**src/rtl/irqt_pkg.sv**
```systemverilog
package irqt_pkg;
  typedef struct packed {
    logic latch;   // capture an acknowledge result
    logic setIsr;  // winner enters service
    logic clrEoi;  // clear highest-priority in-service bit
    logic clrAuto; // clear latched level's in-service bit
  } irqtStrobes_t;
endpackage

```
**src/rtl/irqt_ctrl.sv**
```systemverilog
module irqt_ctrl
  import irqt_pkg::*;
(
  input  logic         clk,
  input  logic         rstN,
  input  logic         ackStrobe,
  input  logic         ackEnd,
  input  logic         eoiCmd,
  input  logic         autoEoi,
  input  logic         anyEligible,
  output irqtStrobes_t strobes,
  output logic         ackValid
);
  logic realAck;

  always_ff @(posedge clk or negedge rstN) begin
    if (!rstN) begin
      realAck  <= 1'b0;
      ackValid <= 1'b0;
    end else begin
      ackValid <= ackStrobe;
      if (ackStrobe) realAck <= anyEligible;
    end
  end

  always_comb begin
    strobes.latch   = ackStrobe;
    strobes.setIsr  = ackStrobe & anyEligible;
    strobes.clrEoi  = eoiCmd;
    strobes.clrAuto = ackEnd & autoEoi & realAck;
  end
endmodule

```
**src/rtl/irqt_datapath.sv**
```systemverilog
module irqt_datapath
  import irqt_pkg::*;
#(
  parameter int NUM_LEVELS = 8,
  parameter int LEVEL_W    = $clog2(NUM_LEVELS)
) (
  input  logic                  clk,
  input  logic                  rstN,
  input  logic [NUM_LEVELS-1:0] irqIn,
  input  irqtStrobes_t          strobes,
  output logic                  anyEligible,
  output logic [LEVEL_W-1:0]    ackLevel
);
  localparam logic [LEVEL_W-1:0] SPUR_LEVEL = LEVEL_W'(NUM_LEVELS - 1);
  localparam logic [NUM_LEVELS-1:0] ONE_BIT = NUM_LEVELS'(1);

  logic [NUM_LEVELS-1:0] syncA, syncB, pend, isr;
  logic [NUM_LEVELS-1:0] eligible, winMask, eoiMask, autoMask;
  logic [LEVEL_W-1:0]    winIdx, latLevel;

  function automatic logic [LEVEL_W-1:0] firstIdx(input logic [NUM_LEVELS-1:0] v);
    firstIdx = '0;
    for (int i = NUM_LEVELS - 1; i >= 0; i--)
      if (v[i]) firstIdx = LEVEL_W'(i);
  endfunction

  // a level is blocked by any in-service level of equal or higher priority
  for (genvar g = 0; g < NUM_LEVELS; g++) begin : gElig
    assign eligible[g] = pend[g] & ~(|isr[g:0]);
  end

  assign anyEligible = |eligible;
  assign winMask     = eligible & (~eligible + ONE_BIT);
  assign winIdx      = firstIdx(eligible);
  assign eoiMask     = isr & (~isr + ONE_BIT);
  assign autoMask    = ONE_BIT << latLevel;
  assign ackLevel    = latLevel;

  always_ff @(posedge clk or negedge rstN) begin
    if (!rstN) begin
      syncA    <= '0;
      syncB    <= '0;
      pend     <= '0;
      isr      <= '0;
      latLevel <= '0;
    end else begin
      syncA <= irqIn;
      syncB <= syncA;
      pend  <= syncB & ~(strobes.setIsr ? winMask : '0);
      isr   <= (isr & ~(strobes.clrEoi ? eoiMask : '0)
                    & ~(strobes.clrAuto ? autoMask : '0))
               | (strobes.setIsr ? winMask : '0);
      if (strobes.latch) latLevel <= strobes.setIsr ? winIdx : SPUR_LEVEL;
    end
  end
endmodule

```
**src/rtl/irq_priority_tracker.sv**
```systemverilog
module irq_priority_tracker
  import irqt_pkg::*;
#(
  parameter int NUM_LEVELS = 8,
  parameter int LEVEL_W    = $clog2(NUM_LEVELS)
) (
  input  logic                  clk,
  input  logic                  rstN,
  input  logic [NUM_LEVELS-1:0] irqIn,
  input  logic                  autoEoi,
  input  logic                  ackStrobe,
  input  logic                  ackEnd,
  input  logic                  eoiCmd,
  output logic                  intOut,
  output logic                  ackValid,
  output logic [LEVEL_W-1:0]    ackLevel
);
  irqtStrobes_t strobes;
  logic         anyEligible;

  irqt_ctrl uCtrl (
    .clk(clk), .rstN(rstN), .ackStrobe(ackStrobe), .ackEnd(ackEnd),
    .eoiCmd(eoiCmd), .autoEoi(autoEoi), .anyEligible(anyEligible),
    .strobes(strobes), .ackValid(ackValid)
  );

  irqt_datapath #(.NUM_LEVELS(NUM_LEVELS), .LEVEL_W(LEVEL_W)) uData (
    .clk(clk), .rstN(rstN), .irqIn(irqIn), .strobes(strobes),
    .anyEligible(anyEligible), .ackLevel(ackLevel)
  );

  assign intOut = anyEligible;
endmodule

```
**config.mk**
```make
export PLATFORM = sky130hd
export DESIGN_NAME = irq_priority_tracker
export DESIGN_NICKNAME = d
export VERILOG_FILES = /design/src/rtl/irqt_pkg.sv /design/src/rtl/irqt_ctrl.sv /design/src/rtl/irqt_datapath.sv /design/src/rtl/irq_priority_tracker.sv
export SDC_FILE = /design/constraint.sdc
export NUM_CORES = 1
export LEC_CHECK = 0
export CAP_MARGIN = 30
export CORE_ASPECT_RATIO = 0.6
export CORE_UTILIZATION = 50
export CTS_BUF_LIST = sky130_fd_sc_hd__clkbuf_2 sky130_fd_sc_hd__clkbuf_4 sky130_fd_sc_hd__clkbuf_8
export DETAILED_ROUTE_END_ITERATION = 10
export PLACE_DENSITY = 0.7
export SYNTH_ARGS = -nofsm -noshare
export SYNTH_HDL_FRONTEND = slang
export SYNTH_SLANG_ARGS = --single-unit
```
**constraint.sdc**
```tcl
create_clock -name clk -period 3.4 [get_ports clk]
set_clock_uncertainty 0.2 [all_clocks]
set_input_delay 0.68 -clock clk [delete_from_list [all_inputs] [get_ports clk]]
set_output_delay 0.68 -clock clk [all_outputs]
set_load 0.02 [all_outputs]
```
; ---- Word-level counts from Yosys, hierarchy flattened
; Index checks and enable logic that the tools add are counted.
[word_totals]
ff_bits = 37
inputBits = 14
output_inout_bits = 5
word_cells = 60
[classes]
add_sub_neg = 2
shift = 1
muxes = 12
n_bitwise = 30
n_reduce_logical = 8
[op_table]
columns = op, count
row1 = $and 8x8->8, 5
row2 = $not 8->8, 5
row3 = $mux 3, 9
row4 = $mux 8, 3
row5 = $add 8x1->8 const B, 2
row6 = $reduce_or 8->1, 2
row7 = $and 1x1->1, 11
row8 = $not 1->1, 8
row9 = $or 8x8->8, 1
row10 = $shl 1x3->8 const A, 1
row11 = $reduce_or 7->1, 1
row12 = $reduce_or 6->1, 1
row13 = $reduce_or 5->1, 1
row14 = $reduce_or 4->1, 1
row15 = $reduce_or 3->1, 1
row16 = $reduce_or 2->1, 1

; ---- Logic depth before layout (Yosys ltp)
[logic_depth]
ltp_word = 12
depth_mapped = 5
mapped_depth_nobuf = 4

; ---- By module
; A second synthesis with hierarchy kept.
[unflattened]
hier_cells = 121
hier_area_um2 = 1462.7
[modules_own_cells]
columns = module, instances, cells_per_inst, area_per_inst_um2, seq_area_each_um2
row1 = irqt_datapath, 1, 114, 1368.8, 875.8
row2 = irqt_ctrl, 1, 7, 93.8, 50.0

; ---- Worst setup path after synthesis
; No wires, ideal clock.
[synth_path]
path_kind = reg-to-output
start = register uData.isr[2]
end = output port intOut
t_arrival_ns = 1.283
required_time_ns = 2.520
slack_ns = 1.237
path_stages_with_launch = 5
path_buffers = 0
cell_sequence = dfrtp_1 > nor3_1 > nand2_1 > o221ai_2 > nand2b_1
[synth_via]
elab_chain_len = 4
word_cells_on_any_way = 19
cone_classes = bitwise (12) / reduce/logical (7)
[synth_rtl]
columns = item, line_no
row1 = "start, declared", irqt_datapath.sv:17  ; logic [NUM_LEVELS-1:0] syncA, syncB, pend, isr;
row2 = "start signal, assigned", irqt_datapath.sv:50  ; isr <= (isr & ~(strobes.clrEoi ? eoiMask : '0)
row3 = "$reduce_or 8->1, or another cell as far along", irqt_datapath.sv:29  ; assign eligible[g] = pend[g] & ~(|isr[g:0]);
row4 = $not 1->1, irqt_datapath.sv:29
row5 = $and 1x1->1, irqt_datapath.sv:29
row6 = $reduce_or 8->1 *, irqt_datapath.sv:32  ; assign anyEligible = |eligible;
row7 = "end, declared", irq_priority_tracker.sv:14  ; output logic intOut,
; Every way passes the cells marked *; elsewhere a longest branch is shown, timed or not.

; ---- Final worst setup path
; Same ends and word-level chain as after synthesis.

==> flow_summary.yaml <==
status:
  status: "complete, no violations"
cts:
  cts_setup_buffers: 0
  cts_tree: "yes"
  cts_sinks: 37
  clkTransAtPathRegs_ns: 0.07
  clk_latency_ns: 0.29
  cts_resized: 0
  cts_max_level: 2
  cts.root.buffer_cell: "clkbuf_8"
  hold_buffers: 0
  cts_max_path_buffers: 2
  numCtsBuffers: 5
setup_path:
  cp.required_ns: 2.52
  start_kind: "flop"
  cp-end-kind: "output pin"
  critical_path_arrival_ns: 2.29
  critPathMaxFanout: 6
  path_class: "reg -> out"
synth:
  synth_nets: 137
  synth-edff-count: 0
  synth-seq-area-share_pct: 62.9
  synth_warnings: 0
  async_flop_share_pct: 100
  postSynthAreaPerCell_um2: 12.0
  synth_top_area_share_pct: 62.9
  synthFlopType: "dfrtp_1"
  ys_ff_latch: 37
  syn_area_um2: 1470
  synthCells: 123
  ys_types: 39
  yosysTopAreaCell: "dfrtp_1"
  yosys-top-cells-area: "dfrtp_1 63%, nand2b_1 3.4%, o211ai_1 3.1%, nand2_1 2.3%, o31ai_1 2.0%"
route:
  drt_iter0_drc: 71
  totalWireLength_mm: 2.95
  drc_errors: 0
  dr.pass1.iters: 4
  post_drt_wl_per_cell_um: 15.7
  ant_nets: 0
  vias: 1060
  vias_per_cell: 5.67
timing:
  tightest_slew_ns: 0.499
  tns_ns: 0
  hold_viol_final: 0
  max_freq_ghz: 0.315
  setup_viol: 0
  slew_viol_final: 0
  whs_ns: 0.149
  final.setup.worst_slack_ns: 0.227
  rsz0062_at_grt: "no"
  finalCriticalPeriod_ns: 3.17
  slew_headroom_pct: 66.7
  post-route-period-util_pct: 93.3
power_and_ir_drop:
  cellPowerDensity_nw_per_um2: 722
  seqPwrFrac_pct: 43.5
  power_leakage_nw: 0.754
  swShare_pct: 29.8
  p_int_mw: 0.924
  power_switching_mw: 0.393
  power_frac_comb_pct: 23.2
  vdd_ir_drop_max_mv: 0.376
  power_frac_clock_pct: 33.3
die:
  die_w_um: 72.0
  rows: 14
  start_util_pct: 55.6
  die_area_um2: 3170
  boundaryPins: 19
  die_y_um: 44.0
  core_um2: 2650
cells_and_area:
  area_growth_syn_to_layout_pct: 23.9
  final_common_cell: "dfrtp_1"
  drive_gt1_share_pct: 8.16
  mostFrequentLayoutCells: "37 x dfrtp_1, 18 x clkdlybuf4s50_1, 9 x nand2_1"
  fin_cells: 187
  num_antenna_cells: 0
  stdcell_area_um2: 1820
  fin_nets: 160
  fillers: 194
placed_design:
  dp_worst_setup_slack_ns: 0.583
  portBuffers: 18
  dp_hpwl_mm: 2.09
  place_inst: 179
  dpl-instance-area_um2: 1690
  gp_congestion: 0.869
min_path:
  min_path_type: "reg -> reg"
global_routing:
  antenna_found_initial: 0
  grt_pass1_vias: 1031
  grt_pass1_wl_mm: 4.95
  grt_max_degree: 38
  grt_overflow: 0
  grt_util_all_layers_pct: 22.5
job:
  maxCapViolCount: 0
[critical path, cell delays in order, from the launching register on]
cell and delay (ns):
dfrtp_1 0.44, nor3_1 0.44, nand2_1 0.14, o221ai_2 0.25, nand2b_1 0.14, clkdlybuf4s50_1 0.61
[layout make-up]
class	instances	area [um2]	area share [%]
clock buffers	5	68.8	3.77
inverters	3	11.3	0.618
flip-flops and latches	37	926	50.8
well taps	40	50.0	2.75
clock inverters	3	65.1	3.57
multi-input cells	80	514	28.2
repair buffers	19	188	10.3
[metal layers]
metal / vias up / wire (um) / track usage [%]
met3: 6 / 270 / 10.0
met1: 502 / 1430 / 32.0
met4: 0 / 36 / 7.06
li1: 502 / - / -
met2: 50 / 1200 / 31.3
met5: - / 0 / 0
[metrics by stage]
stage | power [mW] | utilization [%]
5_1_grt | 1.39 | 68.9
3_5_place_dp | 0.877 | 63.9
6_report | 1.32 | 68.9
4_1_cts | 1.32 | 68.9
3_3_place_gp | 0.874 | 63.9
2_1_floorplan | 0.758 | -
[flip-flops by register name (all words and copies together), names as in the netlist]
register,count
uData.syncB,8
uCtrl.ackValid,1
uData.isr,8
uData.syncA,8
uData.ackLevel,3
uCtrl.realAck,1
uData.pend,8
[logic make-up after synthesis]
| logic type | share of synthesized area (%) |
|---|---|
| buffers and inverters | 2.13 |
| DFF | 62.9 |
| AOI/OAI and AO/OA | 16.1 |
| and+or+nand+nor | 18.9 |
[Yosys cell counts, types with 3 or more instances]
master,n
inv_1,3
o211ai_1,6
nor3_1,5
and2_1,4
nor2_1,3
nand2b_1,8
dfrtp_1,37
o21ai_0,4
nand3_1,5
nor2b_1,4
o31ai_1,4
nand2_1,9
[path summary, 6_finish.rpt]
path / cells past startpoint / slack (ns) / start / end
setup / recovery: 5 / 0.23 / uData.isr[2] / intOut
hold / removal: 0 / 0.15 / uData.syncA[0] / uData.syncB[0]
setup reg to reg: 3 / 1.51 / uData.isr[4] / uData.pend[7]
hold reg to reg: 0 / 0.15 / uData.syncA[0] / uData.syncB[0]
max in group asynchronous: 2 / 2.09 / rstN / uData.pend[7]
min in group asynchronous: 2 / 0.60 / rstN / uData.isr[4]
[power by group through the flow]
| stage | clock network (mW) | logic [mW] | registers [mW] |
|---|---|---|---|
| after global routing | 0.472 | 0.337 | 0.581 |
| after global placement | 0 | 0.297 | 0.577 |
| final | 0.439 | 0.306 | 0.572 |
| after floorplan | 0 | 0.187 | 0.570 |
| after detailed placement | 0 | 0.300 | 0.577 |
| after CTS | 0.449 | 0.304 | 0.569 |
(Power assumes the default switching activity.)
